File: src/rtl/lcd_tg_pkg.sv
package lcd_tg_pkg;

  // Strobes from the control FSM to the datapath
  typedef struct packed {
    logic drive;    // channel running, pads driven
    logic advance;  // step the raster counters this cycle
    logic clear;    // return counters and field to the origin
    logic load;     // copy configuration inputs into the shadow set
  } tgStrobe_t;

  typedef enum logic {
    TG_IDLE = 1'b0,
    TG_RUN  = 1'b1
  } tgState_t;

endpackage

File: src/rtl/lcd_tg_ctrl.sv
module lcd_tg_ctrl
  import lcd_tg_pkg::*;
(
  input  logic      clk,
  input  logic      rstN,
  input  logic      chanEn,
  input  logic      frameEnd,
  output tgStrobe_t strobe
);

  tgState_t state;

  always_ff @(posedge clk or negedge rstN) begin
    if (!rstN) state <= TG_IDLE;
    else       state <= chanEn ? TG_RUN : TG_IDLE;
  end

  always_comb begin
    strobe.drive   = (state == TG_RUN);
    strobe.advance = strobe.drive && chanEn;
    strobe.clear   = !strobe.advance;
    // Idle: shadow follows the inputs; running: only at the frame wrap
    strobe.load    = !strobe.drive || (strobe.advance && frameEnd);
  end

endmodule

File: src/rtl/lcd_tg_datapath.sv
module lcd_tg_datapath
  import lcd_tg_pkg::*;
#(
  parameter int HW        = 12,
  parameter int VW        = 12,
  parameter int IS_TV     = 0,
  parameter int DELAY_MAX = 30,
  parameter int DW        = 5
) (
  input  logic          clk,
  input  logic          rstN,
  input  tgStrobe_t     strobe,
  input  logic          irqEn,
  input  logic [HW-1:0] cfgActiveW,
  input  logic [VW-1:0] cfgActiveH,
  input  logic [HW-1:0] cfgHTotal,
  input  logic [HW-1:0] cfgHBackPorch,
  input  logic [HW-1:0] cfgHSyncW,
  input  logic [VW-1:0] cfgVTotal,
  input  logic [VW-1:0] cfgVBackPorch,
  input  logic [VW-1:0] cfgVSyncW,
  input  logic          cfgHInvert,
  input  logic          cfgVInvert,
  input  logic          cfgForceHigh,
  input  logic          cfgInterlace,
  output logic          frameEnd,
  output logic          hsync,
  output logic          vsync,
  output logic          de,
  output logic [HW-1:0] pixX,
  output logic [VW-1:0] pixY,
  output logic          lineStart,
  output logic          field,
  output logic          vblankIrq,
  output logic [DW-1:0] clkDelay
);

  localparam int TV_ADJ = (IS_TV != 0) ? 2 : 0;
  localparam int SW     = VW + 2;

  // Shadow configuration
  logic [HW-1:0] sActW, sHTot, sHBp, sHSw;
  logic [VW-1:0] sActH, sVTot, sVBp, sVSw;
  logic          sHInv, sVInv, sForce, sIntl;

  always_ff @(posedge clk or negedge rstN) begin
    if (!rstN) begin
      sActW <= '0; sHTot <= '0; sHBp <= '0; sHSw <= '0;
      sActH <= '0; sVTot <= '0; sVBp <= '0; sVSw <= '0;
      sHInv <= 1'b0; sVInv <= 1'b0; sForce <= 1'b0; sIntl <= 1'b0;
    end else if (strobe.load) begin
      sActW  <= cfgActiveW;
      sHTot  <= cfgHTotal;
      sHBp   <= cfgHBackPorch;
      sHSw   <= cfgHSyncW;
      sActH  <= cfgActiveH;
      sVTot  <= cfgVTotal;
      sVBp   <= cfgVBackPorch;
      sVSw   <= cfgVSyncW;
      sHInv  <= cfgHInvert;
      sVInv  <= cfgVInvert;
      sForce <= cfgForceHigh;
      sIntl  <= cfgInterlace;
    end
  end

  // Channel variant: how the vertical total register is interpreted
  logic [VW-1:0] progLines;
  logic [VW-1:0] frameLinesD;

  if (IS_TV != 0) begin : g_tvChan
    assign progLines   = sVTot >> 1;
    assign frameLinesD = sIntl ? sVTot : (sVTot >> 1);
  end else begin : g_panelChan
    assign progLines   = sVTot;
    assign frameLinesD = sVTot;
  end

  // Raster counters
  logic [HW-1:0] hCnt;
  logic [VW-1:0] vCnt;
  logic          fieldQ;
  logic [VW-1:0] fieldLines;
  logic [VW-1:0] actLines;
  logic          lastPix, lastLine;

  always_comb begin
    if (sIntl)
      fieldLines = fieldQ ? (sVTot >> 1)
                          : ((sVTot >> 1) + {{(VW-1){1'b0}}, sVTot[0]});
    else
      fieldLines = progLines;
    actLines = sIntl ? (sActH >> 1) : sActH;
  end

  assign lastPix  = (hCnt == sHTot - 1'b1);
  assign lastLine = (vCnt == fieldLines - 1'b1);
  assign frameEnd = lastPix && lastLine && (!sIntl || fieldQ);

  always_ff @(posedge clk or negedge rstN) begin
    if (!rstN) begin
      hCnt   <= '0;
      vCnt   <= '0;
      fieldQ <= 1'b0;
    end else if (strobe.clear) begin
      hCnt   <= '0;
      vCnt   <= '0;
      fieldQ <= 1'b0;
    end else if (strobe.advance) begin
      if (lastPix) begin
        hCnt <= '0;
        if (lastLine) begin
          vCnt   <= '0;
          fieldQ <= sIntl ? ~fieldQ : 1'b0;
        end else begin
          vCnt <= vCnt + 1'b1;
        end
      end else begin
        hCnt <= hCnt + 1'b1;
      end
    end
  end

  // Clock delay from the vertical blanking, saturating
  logic signed [SW-1:0] blank;
  logic [DW-1:0]        delayVal;

  always_comb begin
    blank = $signed({2'b00, frameLinesD}) - $signed({2'b00, sActH});
    if (sIntl) blank = blank >>> 1;
    blank = blank - $signed(SW'(TV_ADJ));
    if (blank < 0)
      delayVal = '0;
    else if (blank > $signed(SW'(DELAY_MAX)))
      delayVal = DW'(DELAY_MAX);
    else
      delayVal = blank[DW-1:0];
  end

  assign clkDelay = delayVal;

  // Region decode
  logic hSyncRaw, vSyncRaw, hAct, vAct, invH, invV;

  always_comb begin
    hSyncRaw = (hCnt < sHSw);
    vSyncRaw = (vCnt < sVSw);
    hAct = (hCnt >= sHBp) &&
           ({1'b0, hCnt} < ({1'b0, sHBp} + {1'b0, sActW}));
    vAct = (vCnt >= sVBp) &&
           ({1'b0, vCnt} < ({1'b0, sVBp} + {1'b0, actLines}));
    invH = sHInv & ~sForce;
    invV = sVInv & ~sForce;
  end

  assign hsync     = strobe.drive & (hSyncRaw ^ invH);
  assign vsync     = strobe.drive & (vSyncRaw ^ invV);
  assign de        = strobe.drive & hAct & vAct;
  assign pixX      = de ? (hCnt - sHBp) : '0;
  assign pixY      = de ? (vCnt - sVBp) : '0;
  assign lineStart = strobe.drive & (hCnt == HW'(delayVal));
  assign field     = strobe.drive & fieldQ;
  assign vblankIrq = strobe.drive & irqEn & (hCnt == '0) &
                     ({1'b0, vCnt} == ({1'b0, sVBp} + {1'b0, actLines}));

endmodule

File: src/rtl/lcd_timing_gen.sv
module lcd_timing_gen
  import lcd_tg_pkg::*;
#(
  parameter int HW        = 12,
  parameter int VW        = 12,
  parameter int IS_TV     = 0,
  parameter int DELAY_MAX = 30
) (
  input  logic          clk,
  input  logic          rstN,
  input  logic          chanEn,
  input  logic          irqEn,
  input  logic [HW-1:0] cfgActiveW,
  input  logic [VW-1:0] cfgActiveH,
  input  logic [HW-1:0] cfgHTotal,
  input  logic [HW-1:0] cfgHBackPorch,
  input  logic [HW-1:0] cfgHSyncW,
  input  logic [VW-1:0] cfgVTotal,
  input  logic [VW-1:0] cfgVBackPorch,
  input  logic [VW-1:0] cfgVSyncW,
  input  logic          cfgHInvert,
  input  logic          cfgVInvert,
  input  logic          cfgForceHigh,
  input  logic          cfgInterlace,
  output logic          outEn,
  output logic          hsync,
  output logic          vsync,
  output logic          de,
  output logic [HW-1:0] pixX,
  output logic [VW-1:0] pixY,
  output logic          lineStart,
  output logic          field,
  output logic          vblankIrq,
  output logic [$clog2(DELAY_MAX+1)-1:0] clkDelay
);

  localparam int DW = $clog2(DELAY_MAX + 1);

  tgStrobe_t strobe;
  logic      frameEnd;

  lcd_tg_ctrl u_ctrl (
    .clk      (clk),
    .rstN     (rstN),
    .chanEn   (chanEn),
    .frameEnd (frameEnd),
    .strobe   (strobe)
  );

  lcd_tg_datapath #(
    .HW(HW), .VW(VW), .IS_TV(IS_TV), .DELAY_MAX(DELAY_MAX), .DW(DW)
  ) u_dp (
    .clk           (clk),
    .rstN          (rstN),
    .strobe        (strobe),
    .irqEn         (irqEn),
    .cfgActiveW    (cfgActiveW),
    .cfgActiveH    (cfgActiveH),
    .cfgHTotal     (cfgHTotal),
    .cfgHBackPorch (cfgHBackPorch),
    .cfgHSyncW     (cfgHSyncW),
    .cfgVTotal     (cfgVTotal),
    .cfgVBackPorch (cfgVBackPorch),
    .cfgVSyncW     (cfgVSyncW),
    .cfgHInvert    (cfgHInvert),
    .cfgVInvert    (cfgVInvert),
    .cfgForceHigh  (cfgForceHigh),
    .cfgInterlace  (cfgInterlace),
    .frameEnd      (frameEnd),
    .hsync         (hsync),
    .vsync         (vsync),
    .de            (de),
    .pixX          (pixX),
    .pixY          (pixY),
    .lineStart     (lineStart),
    .field         (field),
    .vblankIrq     (vblankIrq),
    .clkDelay      (clkDelay)
  );

  assign outEn = strobe.drive;

endmodule

File: config.mk
export PLATFORM = sky130hd
export DESIGN_NAME = lcd_timing_gen
export DESIGN_NICKNAME = d
export VERILOG_FILES = /design/src/rtl/lcd_tg_pkg.sv /design/src/rtl/lcd_tg_ctrl.sv /design/src/rtl/lcd_tg_datapath.sv /design/src/rtl/lcd_timing_gen.sv
export SDC_FILE = /design/constraint.sdc
export NUM_CORES = 1
export LEC_CHECK = 0
export CORE_AREA = 2 2 170 172
export CTS_CLUSTER_DIAMETER = 40
export DETAILED_ROUTE_END_ITERATION = 10
export DIE_AREA = 0 0 172 174
export PLACE_DENSITY = 0.72
export SYNTH_ARGS = -nofsm -noshare
export SYNTH_HDL_FRONTEND = slang
export SYNTH_SLANG_ARGS = --single-unit
File: constraint.sdc
create_clock -name clk -period 12.7 [get_ports clk]
set_input_delay 3.81 -clock clk [delete_from_list [all_inputs] [get_ports clk]]
set_output_delay 3.81 -clock clk [all_outputs]
set_load 0.05 [all_outputs]
==> flow_metrics.env <==
export IMPL_cts_root_buf="clkbuf_16"
export IMPL_synth_seq_cells=126
export IMPL_stdcell_count=1652
export IMPL_drive_above_1_share_pct=12.55
export IMPL_drt_first_pass_iters=5
export IMPL_syn_area_per_cell_um2=9.774
export IMPL_grt_setup_unrepaired="false"
export IMPL_ioPinCount=140
export IMPL_maxCapViolations=0
export IMPL_crit_type="register to primary output"
export IMPL_synth_compound_area_share_pct=14.46
export IMPL_synthArstFlopShare_pct=100.0
export IMPL_synthAdderAreaFrac_pct=13.56
export IMPL_powerDensity_mw_per_mm2=113.4
export IMPL_grt_max_degree=72
export IMPL_grt_pass1_vias=8635
export IMPL_p_leak_nw=6.271
export IMPL_cts_sinks=126
export IMPL_p_total_mw=1.506
export IMPL_yosysSeqAreaShare_pct=28.47
export IMPL_path_clk_slew_ps=60
export IMPL_via_per_inst=5.367
export IMPL_status="finished clean"
export IMPL_drv_slew=0
export IMPL_min_path_type="register to register"
export IMPL_cp_slowest_cell="clkdlybuf4s50_1"
export IMPL_yosysTopAreaCellShare_pct=28.47
export IMPL_crit_required_ps=8890
export IMPL_htreeDepth=4
export IMPL_routed_wl_um=28930
export IMPL_cts_setup_buffers=0
export IMPL_die_area_mm2=0.02993
export IMPL_core_mm2=0.02824
export IMPL_synth_simple_area_share_pct=15.65
export IMPL_cp_start_kind="register"
export IMPL_ys_warn_count=0
export IMPL_slew_headroom_pct=9.690
export IMPL_cts_buffers=17
export IMPL_drtIter0Drc=552
export IMPL_dp_cells=1620
export IMPL_cp_cell_sequence="buf_4 -> mux2_2 -> ha_1 -> fa_1 -> a21o_1 -> a21oi_1 -> o21bai_1 -> a21oi_1 -> o21ai_0 -> xnor2_1 -> ha_1 -> a2111oi_0 -> a211oi_1 -> a211o_1 -> a2111o_1 -> nor2_1 -> clkdlybuf4s50_1"
export IMPL_synth_top_family_by_area="simple AND/OR/NAND/NOR gates"
export IMPL_worst_pin_slew_ps=1321
export IMPL_area_growth_pct=20.00
export IMPL_antenna_left=0
export IMPL_cts_buffer_depth=2
export IMPL_cts_tree="done"
export IMPL_port_buffer_count=139
export IMPL_peakVddDrop_mv=0.08960
export IMPL_synth_mux_area_share_pct=14.69
export IMPL_netlist_instances=1133
export IMPL_synthXorXnorAreaFrac_pct=6.960
export IMPL_netlist_cell_type_count=79
export IMPL_clock_latency_ps=440
export IMPL_synth_area_leaders="dfrtp_1, mux2_4, ha_1, xor2_1, xnor2_1"
export IMPL_end_kind="primary output"
export IMPL_finalHoldViolCount=0
export IMPL_synth_edf_count=0
export IMPL_gp_congestion=0.8490
export IMPL_cts_hold_buf=0
export IMPL_syn_nets=1354
export IMPL_fp_dieW_um=172
export IMPL_overflow=0
export IMPL_post_route_drc_count=0
export IMPL_start_util_pct=39.22
export IMPL_finalNetCount=1476
export IMPL_fmax_mhz=99.02
export IMPL_arrival_ps=6290
export IMPL_vias=8866
export IMPL_max_stage_delay_ps=830
export IMPL_dieHeight_um=174
export IMPL_yosysTopAreaCell="dfrtp_1"
export IMPL_grt_pass1_wl_um=45710
export IMPL_setup_tns_ps=0
export IMPL_finalCritPeriodShare_pct=79.52
export IMPL_track_usage_pct=19.58
export IMPL_synth_flop_cell="dfrtp_1"
export IMPL_place_detailed_hpwl_um=21910
export IMPL_skew_ps=11.26
export IMPL_crit_fanout=54
export IMPL_finalCriticalPeriod_ps=10100
export IMPL_wl_per_cell_um=17.51
export IMPL_netlist_area_mm2=0.01107
export IMPL_setup_viol=0
export IMPL_holdWs_ps=513.1
export IMPL_num_rows=62
export IMPL_cts_resized=0
export IMPL_antenna_found_initial=1
[state kept, by name (all words and copies together) (netlist names)]
register	cells
u_dp.sActH	12
u_dp.hCnt	12
u_ctrl.state	1
u_dp.fieldQ	1
u_dp.sHInv	1
u_dp.vCnt	12
u_dp.sActW	12
u_dp.sVSw	12
u_dp.sHBp	12
u_dp.sIntl	1
u_dp.frameLinesD	12
u_dp.sForce	1
u_dp.sHTot	12
u_dp.sVBp	12
u_dp.sVInv	1
u_dp.sHSw	12
[final cells by class]
cell class | instances | area [µm²]
clock buffer | 19 | 442.9
fill | 2660 | 14950
tap | 384 | 480.5
inverter | 97 | 364.1
sequential | 126 | 3153
timing repair buffer | 144 | 1426
multi-input combinational | 869 | 7233
antenna | 1 | 2.502
clock inverter | 12 | 186.4
[per-layer routing]
metal	global-route usage (%)	share of wire (%)	wire length, µm	vias to the layer above
li1	-	-	-	4337
met1	26.18	46	13330	4229
met2	31.99	47	13650	254
met3	3.484	4.6	1332	46
met4	6.338	2.1	615	0
met5	0	0	0	-
[path summary, 6_finish.rpt]
| check | depth (start not counted) | end | slack, ps | startpoint |
|---|---|---|---|---|
| max | 17 | pixY[3] | 2600 | u_dp.sIntl |
| max in group asynchronous | 2 | u_dp.sVSw[5] | 7890 | rstN |
| min reg2reg | 1 | u_dp.sVSw[10] | 510 | u_dp.sVSw[10] |
| max reg2reg | 14 | u_dp.sHBp[6] | 7240 | u_dp.frameLinesD[1] |
| min | 1 | u_dp.sVSw[10] | 510 | u_dp.sVSw[10] |
| min in group asynchronous | 1 | u_dp.sActW[0] | 3530 | rstN |
[power by group]
group | internal [mW] | switching [mW] | leakage, nW
registers | 0.434 | 0.0434 | 1.53
logic | 0.236 | 0.257 | 4.45
clock network | 0.334 | 0.202 | 0.296
total | 1.00 | 0.502 | 6.27
[Yosys cell counts (all sizes together), types with 4 or more instances]
| library cell | number |
|---|---|
| o211ai | 6 |
| mux2i | 8 |
| o21bai | 11 |
| mux2 | 102 |
| o22ai | 5 |
| nor2 | 89 |
| and2 | 6 |
| and3 | 14 |
| inv | 97 |
| nand4 | 20 |
| a2111oi | 8 |
| nor4 | 11 |
| nand3 | 27 |
| xor2 | 45 |
| fa | 5 |
| o211a | 4 |
| nor3 | 25 |
| o21ai | 41 |
| dfrtp | 126 |
| a211o | 10 |
| a31oi | 7 |
| ha | 112 |
| nand2 | 59 |
| xnor2 | 43 |
| o21a | 13 |
| clkbuf | 24 |
| a211oi | 8 |
| nor2b | 14 |
| and4 | 4 |
| or2 | 7 |
| or3 | 6 |
| a311oi | 4 |
| a21oi | 48 |
| a21o | 31 |
| nand2b | 13 |
| buf | 17 |
| nand4b | 6 |
| nor4b | 9 |
| o41ai | 5 |
[metrics by stage]
| stage | utilization [%] | instance area [µm²] | setup slack, ps |
|---|---|---|---|
| after floorplan | - | 11070 | 2039 |
| after global placement | 44.82 | 12660 | 3182 |
| after CTS | 47.05 | 13290 | 2575 |
| after detailed placement | 44.82 | 12660 | 3063 |
| after global routing | 47.06 | 13290 | 2129 |
| final | 47.06 | 13290 | 2601 |
[kinds of logic after synthesis]
kind of cell	after synthesis
AO/OA/AOI/OAI	230
XOR/XNOR	88
adder cells (fa/ha/maj)	117
buffers and inverters	138
flip-flops	126
multiplexers	111
AND/OR/NAND/NOR	323
[critical path, delay by kind of cell (launching register included)]
family                   cells  cell delay (ps)
AO/OA/AOI/OAI                9             2540
XOR/XNOR                     1              180
adder cells (fa/ha/maj)      3              930
buffers and inverters        2             1230
flip-flops                   1              320
multiplexers                 1              390
AND/OR/NAND/NOR              1              250
[placed cells by master, fill, tap and decap left out, types with 39 or more instances in the layout]
cell               n
clkdlybuf4s50_1  138
dfrtp_1          126
ha_1             112
mux2_4           100
inv_1             96
nor2_1            89
nand2_1           58
a21oi_1           48
xor2_1            45
xnor2_1           43
o21ai_0           39
No activity file was read; power rests on OpenSTA's default activity.
